### src/rtl/icu_pkg.sv
package icu_pkg;
  typedef enum logic {
    EDGE_FALL = 1'b0,
    EDGE_RISE = 1'b1
  } edge_pol_e;

  localparam int unsigned DEF_CNT_W       = 16;
  localparam int unsigned DEF_SYNC_STAGES = 2;
  localparam int unsigned DEF_FILT_LEN    = 4;
endpackage

### src/rtl/icu_sync.sv
module icu_sync #(
  parameter int unsigned STAGES = 2
) (
  input  logic clk_i,
  input  logic rst_i,
  input  logic async_i,
  output logic sync_o
);
  logic [STAGES-1:0] chain_q;

  generate
    for (genvar g = 0; g < STAGES; g++) begin : g_stage
      always_ff @(posedge clk_i or posedge rst_i) begin
        if (rst_i) chain_q[g] <= 1'b0;
        else if (g == 0) chain_q[g] <= async_i;
        else chain_q[g] <= chain_q[(g == 0) ? 0 : g-1];
      end
    end
  endgenerate

  assign sync_o = chain_q[STAGES-1];
endmodule

### src/rtl/icu_filter.sv
module icu_filter #(
  parameter int unsigned FILT_LEN = 4
) (
  input  logic clk_i,
  input  logic rst_i,
  input  logic sample_i,
  input  logic filt_en_i,
  output logic level_o,
  output logic level_next_o
);
  localparam int unsigned HIST_W = FILT_LEN - 1;

  logic [HIST_W-1:0]   hist_q;
  logic [FILT_LEN-1:0] window;
  logic                level_q;
  logic                level_d;

  assign window = {hist_q, sample_i};

  always_comb begin
    level_d = level_q;
    if (!filt_en_i)        level_d = sample_i;
    else if (&window)      level_d = 1'b1;
    else if (~|window)     level_d = 1'b0;
  end

  always_ff @(posedge clk_i or posedge rst_i) begin
    if (rst_i) begin
      hist_q  <= '0;
      level_q <= 1'b0;
    end else begin
      hist_q  <= window[HIST_W-1:0];
      level_q <= level_d;
    end
  end

  assign level_o      = level_q;
  assign level_next_o = level_d;

  // any change of the level agrees with the sample that produced it
  a_r6_level_follows_sample: assert property (@(posedge clk_i) disable iff (rst_i)
    !$stable(level_q) |-> ($past(sample_i) == level_q));
endmodule

### src/rtl/icu_latch.sv
module icu_latch #(
  parameter int unsigned CNT_W = 16
) (
  input  logic             clk_i,
  input  logic             rst_i,
  input  logic             level_i,
  input  logic             level_next_i,
  input  logic             edge_rise_i,
  input  logic [CNT_W-1:0] count_i,
  output logic [CNT_W-1:0] value_o,
  output logic             flag_o
);
  import icu_pkg::*;

  edge_pol_e   pol;
  logic        hit;
  logic [CNT_W-1:0] value_q;
  logic        flag_q;

  assign pol = edge_pol_e'(edge_rise_i);
  assign hit = (level_next_i != level_i) && (level_next_i == logic'(pol));

  always_ff @(posedge clk_i or posedge rst_i) begin
    if (rst_i) begin
      value_q <= '0;
      flag_q  <= 1'b0;
    end else begin
      flag_q <= hit;
      if (hit) value_q <= count_i;
    end
  end

  assign value_o = value_q;
  assign flag_o  = flag_q;

  // the flag never lasts two cycles
  a_r5_flag_single: assert property (@(posedge clk_i) disable iff (rst_i)
    flag_q |=> !flag_q);
  // the stored value moves only together with the flag
  a_r5_value_held: assert property (@(posedge clk_i) disable iff (rst_i)
    (value_q != $past(value_q)) |-> flag_q);
  // a capture leaves the level at the selected polarity
  a_r3_flag_polarity: assert property (@(posedge clk_i) disable iff (rst_i)
    flag_q |-> (level_i == $past(edge_rise_i)));
endmodule

### src/rtl/icu_capture_unit.sv
module icu_capture_unit #(
  parameter int unsigned CNT_W       = icu_pkg::DEF_CNT_W,
  parameter int unsigned SYNC_STAGES = icu_pkg::DEF_SYNC_STAGES,
  parameter int unsigned FILT_LEN    = icu_pkg::DEF_FILT_LEN
) (
  input  logic             clk_i,
  input  logic             rst_i,
  input  logic             cap_pin_i,
  input  logic [CNT_W-1:0] count_i,
  input  logic             edge_rise_i,
  input  logic             filt_en_i,
  output logic [CNT_W-1:0] cap_value_o,
  output logic             cap_flag_o
);
  logic pin_sync;
  logic level_q;
  logic level_d;

  icu_sync #(.STAGES(SYNC_STAGES)) u_sync (
    .clk_i   (clk_i),
    .rst_i   (rst_i),
    .async_i (cap_pin_i),
    .sync_o  (pin_sync)
  );

  icu_filter #(.FILT_LEN(FILT_LEN)) u_filter (
    .clk_i        (clk_i),
    .rst_i        (rst_i),
    .sample_i     (pin_sync),
    .filt_en_i    (filt_en_i),
    .level_o      (level_q),
    .level_next_o (level_d)
  );

  icu_latch #(.CNT_W(CNT_W)) u_latch (
    .clk_i        (clk_i),
    .rst_i        (rst_i),
    .level_i      (level_q),
    .level_next_i (level_d),
    .edge_rise_i  (edge_rise_i),
    .count_i      (count_i),
    .value_o      (cap_value_o),
    .flag_o       (cap_flag_o)
  );
endmodule

### config.mk
export PLATFORM = sky130hd
export DESIGN_NAME = icu_capture_unit
export DESIGN_NICKNAME = d
export VERILOG_FILES = /design/src/rtl/icu_pkg.sv /design/src/rtl/icu_sync.sv /design/src/rtl/icu_filter.sv /design/src/rtl/icu_latch.sv /design/src/rtl/icu_capture_unit.sv
export SDC_FILE = /design/constraint.sdc
export NUM_CORES = 1
export LEC_CHECK = 0
export BUFFER_PORTS_ARGS = -buffer_cell sky130_fd_sc_hd__clkbuf_2
export CAP_MARGIN = 10
export CELL_PAD_IN_SITES_DETAIL_PLACEMENT = 1
export CELL_PAD_IN_SITES_GLOBAL_PLACEMENT = 1
export CORE_UTILIZATION = 39
export DETAILED_ROUTE_END_ITERATION = 8
export PLACE_DENSITY_LB_ADDON = 0.1
export RECOVER_POWER = 25
export SETUP_SLACK_MARGIN = 0.3
export SLEW_MARGIN = 40
export SYNTH_ARGS = -nofsm -noshare
export SYNTH_HDL_FRONTEND = slang
export SYNTH_SLANG_ARGS = --single-unit
### constraint.sdc
create_clock -name clk_i -period 3.7 [get_ports clk_i]
set_input_delay 0.555 -clock clk_i [delete_from_list [all_inputs] [get_ports clk_i]]
set_output_delay 0.555 -clock clk_i [all_outputs]
set_load 0.01 [all_outputs]
Word level (Yosys, flattened, before mapping). Index checks and enable logic that the tools add are counted. Widths: inputs -> output; s select.

Register bits after elaboration: 23. Input port bits: 21. Output and inout port bits: 17. Logic and storage cells: 14.

Equality and inequality tests: 2. Muxes and demuxes: 3. Reductions and logical operators: 3.

Operators by type and width (number): $reduce_and 4->1 (1); $reduce_or 4->1 (1); $mux 1 (3); $eq 1x1->1 (1); $logic_and 1x1->1 (1); $ne 1x1->1 (1).

Longest topological paths before layout.
Word-level depth: 6. Gate-level depth with buffers: 6. Gate-level depth less buffers: 5.

Cells and area by module. From an unflattened synthesis, not the netlist that was laid out.

Cell total of the unflattened synthesis: 100. Area, all modules: 1107.3 um^2.

By module, submodules not included: icu_latch (instances 1, cells an instance 87, area each 920.9 um^2, sequential area each 425.4 um^2); icu_filter (instances 1, cells an instance 10, area each 132.6 um^2, sequential area each 100.1 um^2); icu_sync (instances 1, cells an instance 3, area each 53.8 um^2, sequential area each 50.0 um^2).

Least setup slack after synthesis. No wires, ideal clock.

Path kind: in2reg. From: in filt_en_i. To: reg u_latch.value_q[0] (netlist: u_latch.value_o[0]). Library setup time: 0.125 ns. Data arrival time: 1.748 ns. Data required time: 3.575 ns. Slack: 1.828 ns. Stages: 6. Path buffers: 1. Cells stage by stage: nor2b_1 a21oi_1 and3_1 buf_6 mux2i_4 mux2_2.

Longest elaborated chain between the ends: 3. Elaborated cells between the ends (all ways): 4. Classes of those cells: eq/ne (2); mux (1); reduce/logical (1).

RTL lines: from (decl) (line icu_capture_unit.sv:11) `input logic filt_en_i,`; $mux 1 (*) (line icu_filter.sv:22) `if (!filt_en_i) level_d = sample_i;`; $ne 1x1->1 or $eq 1x1->1 (tied branches) (line icu_latch.sv:21) `assign hit = (level_next_i != level_i) && (level_next_i == logic'(pol));`; $logic_and 1x1->1 (*) (line icu_latch.sv:21); to (signal assigned) (line icu_latch.sv:29) `if (hit) value_q <= count_i;`; to (decl) (line icu_latch.sv:17) `logic [CNT_W-1:0] value_q;`.

Every way passes the cells marked *; elsewhere a longest branch is shown, timed or not. A chain may end at the register's enable or synchronous reset.

Worst setup path after layout.
From: reg u_sync.chain_q[1] (netlist: u_sync.sync_o). To: reg u_latch.value_q[6] (netlist: u_latch.value_o[6]).

Longest elaborated chain between the ends: 6. Elaborated cells between the ends (all ways): 8. Classes of those cells: eq/ne (2); mux (3); reduce/logical (3).

RTL lines: from (decl) (line icu_sync.sv:9) `logic [STAGES-1:0] chain_q;`; from (signal, indexed assignment) (line icu_sync.sv:15) `else if (g == 0) chain_q[g] <= async_i;`; from (signal, indexed assignment) (line icu_sync.sv:16) `else chain_q[g] <= chain_q[(g == 0) ? 0 : g-1];`; $reduce_or 4->1 (line icu_filter.sv:24) `else if (~|window) level_d = 1'b0;`; $mux 1 (line icu_filter.sv:24); $mux 1 (line icu_filter.sv:23) `else if (&window) level_d = 1'b1;`; $mux 1 (*) (line icu_filter.sv:22); $ne 1x1->1 or $eq 1x1->1 (tied branches) (line icu_latch.sv:21); $logic_and 1x1->1 (*) (line icu_latch.sv:21).

Marked as above.

==> impl_results.md <==
- Reg2reg setup slack: 1.79 ns
- Number of top-level pins: 38
- Insertion delay of the later-clocked pin in the worst-skew pair: 0.33 ns
- Static leakage power: 0.6349 nW
- Critical path startpoint category: register
- Number of placement rows: 18
- Pre-Repair DR Iteration Count: 4
- Clk sinks: 23
- Proportion of synthesized area in mux cells: 17.69%
- Worst Path Required: 3.94 ns
- Setup total negative slack: 0 ns
- Hold slack final: 0.3133 ns
- Critical path arrival: 2.14 ns
- Most used standard cells in the synthesized netlist: 23 x sky130_fd_sc_hd__dfrtp_1, 9 x sky130_fd_sc_hd__mux2_2, 9 x sky130_fd_sc_hd__nand2_1
- Clock Pin Slew Worst Setup and Hold Paths: 0.14 ns
- Pwr per Cell Area: 554.8 nW/um2
- Total count of max-transition violations in the final report: 0
- Status: finished, final reports clean
- Sink of the worst hold path: u_sync.chain_q[0]
- Top cell type's share of synthesized area: 52.51%
- Worst reg2reg endpoint: u_latch.value_o[6]
- Die Outline Area: 3027 um2
- Non-filler cells, final: 166
- Category of cells accounting for the largest share of critical-path delay: multiplexers
- Detailed Place HPWL: 1697 um
- P&R area growth vs syn: 20.89%
- Flip-flop and latch count after synthesis: 23
- Compound-cell area share of the yosys netlist: 11.64%
- Max Fanout on Critical Path: 10
- Global route overflow: 0
- Crit path cell chain: nor3_1 > o21bai_1 > and3_1 > mux2i_4 > mux2_2
- Hold-fix buffer count after cts: 0
- X dimension of the die: 55.02 um
- Mapped cell area: 1096 um2
- Routability cong.: 0.6193
- Detailed-route DRC error count: 0
- TritonCTS clock tree: done
- Synth Flop Type: sky130_fd_sc_hd__dfrtp_1
- Vias in the first global route: 806
- Fin worst setup slack: 1.793 ns
- Maximum number of pins on one net before global-route repair: 30
- Sequential fraction of the synthesis area: 52.51%
- Antenna fix cells: 0
- Final worst path period share: 51.54%
- Warnings from Yosys: 0
- TritonCTS buffer count: 3
- Number of nets in the layout: 158
- Leading cell type by number of instances after synthesis: sky130_fd_sc_hd__dfrtp_1
- Die extent in y: 55.02 um
- Highest attainable clock frequency: 524.4 MHz
- Share of cells above drive strength 1: 38.24%
- Area share of fa/ha/maj cells after synthesis: 0%
- Setup repair after global routing missed its margin: false
- Xor/xnor share of the synthesized area: 0%
- Minimum clock period after layout: 1.907 ns
- Startpoint of the worst register-to-register path: u_sync.sync_o
- Cell depth of the worst hold path: 1
- Slew headroom: 44.15%
- Worst slew pin tran: 0.8368 ns
- Number of setup violations in the final report: 0
- Worst setup path class: register to register
- Port Buffers: 37
- Length in cells of the worst reg-to-reg path: 5
- Final Hold Violating Endpoints: 0
- Largest family of logic cells by synthesized area: multiplexers
- Core Footprint: 2567 um2
- Post-Synthesis Net Count: 121
- Worst Skew: 0.009054 ns
- Number of buffers between clock root and the deepest sink: 2
- Dominant cell type by area after synthesis: sky130_fd_sc_hd__dfrtp_1
- Synthesized area divided by synthesized cell count: 10.96 um2
- Global-route usage over all layers: 18.91%
- Starting utilization of the core area: 42.69%
- Top post-synthesis cells by area: sky130_fd_sc_hd__dfrtp_1 53%, sky130_fd_sc_hd__mux2_2 9.2%, sky130_fd_sc_hd__mux2i_1 6.4%
- Count of instances resized after the clock tree is built: 0
- Via count of the routed design: 880
- Master of the slowest instance on the critical path: sky130_fd_sc_hd__dfrtp_1
- Max-Cap Viols: 0
- Number of enable flip-flop cells after synthesis: 0
- First-pass GRT wire length: 3801 um
- H-tree level count: 1
- Clock root buffer: sky130_fd_sc_hd__clkbuf_4
- Maximum resistive drop on vdd: 0.3667 mV
- Cell count after synthesis: 100
- Buffers plus inverters on the worst setup path: 0
- Number of DRC markers in iteration 0: 4
- Area fraction in and, or, nand and nor cells after synthesis: 14.27%
- Delay of the slowest critical-path stage: 0.42 ns
- Post-Route WL: 2353 um
- Count of unique library cells instantiated by Yosys: 18
- Per-cell routed wire length: 14.17 um
- Critical Path End Type: register
- Post CTS Setup Buffer Count: 0
- Worst min-delay path class: input port to register
- Pre-CTS WS: 1.575 ns
- Number of antenna violations at the first check in global routing: 0
- Share of synthesized registers carrying an async set or reset: 100.0%
- Startpoint of the worst hold path: cap_pin_i
- Via density: 5.301
- Cells after DPL: 162
- Antenna Violating Nets Remaining: 0
## registers in the layout, summed over array words and instances (netlist names)
register	cells
u_filter.hist_q	3
u_sync.chain_q	1
u_latch.flag_o	1
u_sync.sync_o	1
u_latch.value_o	16
u_filter.level_o	1
## worst register-to-register path, cell delays in order, from the launching register on
cell                       delay [ns]
sky130_fd_sc_hd__dfrtp_1         0.42
sky130_fd_sc_hd__nor3_1          0.20
sky130_fd_sc_hd__o21bai_1        0.13
sky130_fd_sc_hd__and3_1          0.30
sky130_fd_sc_hd__mux2i_4         0.38
sky130_fd_sc_hd__mux2_2          0.39
## cells by family after synthesis
logic type / after synthesis
mux: 17
simple gates: 33
flops: 23
compound gates: 18
buf+inv: 9
## metal layers
| layer | vias to the layer above | track usage [%] | part of all wire, % |
|---|---|---|---|
| met4 | 0 | 8.750 | 1.4 |
| met1 | 428 | 21.60 | 41 |
| li1 | 423 | - | - |
| met2 | 25 | 31.53 | 52 |
| met3 | 4 | 6.557 | 4.8 |
| met5 | - | 0 | 0 |
## layout by cell type, fill, tap and decap left out, types with 3 or more instances in the layout
cell                       Yosys  routed
sky130_fd_sc_hd__clkbuf_4      0       3
sky130_fd_sc_hd__clkbuf_2      0      37
sky130_fd_sc_hd__inv_1         3       3
sky130_fd_sc_hd__a211oi_1      7       7
sky130_fd_sc_hd__nand2b_1      7       7
sky130_fd_sc_hd__o31ai_1       7       7
sky130_fd_sc_hd__mux2_2        9       9
sky130_fd_sc_hd__mux2i_1       7       7
sky130_fd_sc_hd__nor3_1        8       8
sky130_fd_sc_hd__a21oi_1       3       3
sky130_fd_sc_hd__dfrtp_1      23      23
sky130_fd_sc_hd__nand2_1       9       9
sky130_fd_sc_hd__nor2_1        7       7
## stage by stage
| stage | utilization [%] | total power, mW | instance area [um2] |
|---|---|---|---|
| 6_report | 51.61 | 0.7351 | 1325 |
| 5_1_grt | 51.61 | 0.7907 | 1325 |
| 3_5_place_dp | 50.44 | 0.6171 | 1295 |
| 4_1_cts | 51.61 | 0.7419 | 1325 |
| 3_3_place_gp | 50.44 | 0.6035 | 1295 |
| 2_1_floorplan | - | 0.5157 | 1096 |
## worst max path at each step
stage,startpoint,end,slack (ns),depth (start not counted)
6_report,u_sync.sync_o,u_latch.value_o[6],1.79,5
5_1_grt,u_sync.sync_o,u_latch.value_o[1],1.61,5
4_1_cts,u_sync.sync_o,u_latch.value_o[6],1.77,5
3_5_place_dp,filt_en_i,u_latch.value_o[6],1.58,6
3_3_place_gp,filt_en_i,u_latch.value_o[2],1.62,6
2_1_floorplan,filt_en_i,u_latch.value_o[0],1.83,6
## power by group
part	total, mW	internal [mW]	switching, mW
logic	0.252	0.122	0.129
registers	0.357	0.316	0.0405
clock network	0.127	0.0415	0.0855
## cell type report
cell class / count / area (um2)
fillers: 307 / 1242
flip-flops and latches: 23 / 575.6
multi-input cells: 68 / 478.0
repair buffers: 38 / 192.7
well taps: 30 / 37.54
clock buffers: 3 / 22.52
inverters: 3 / 11.26
clock inverters: 1 / 7.507
Note: power is estimated with default switching activity, not from simulation.
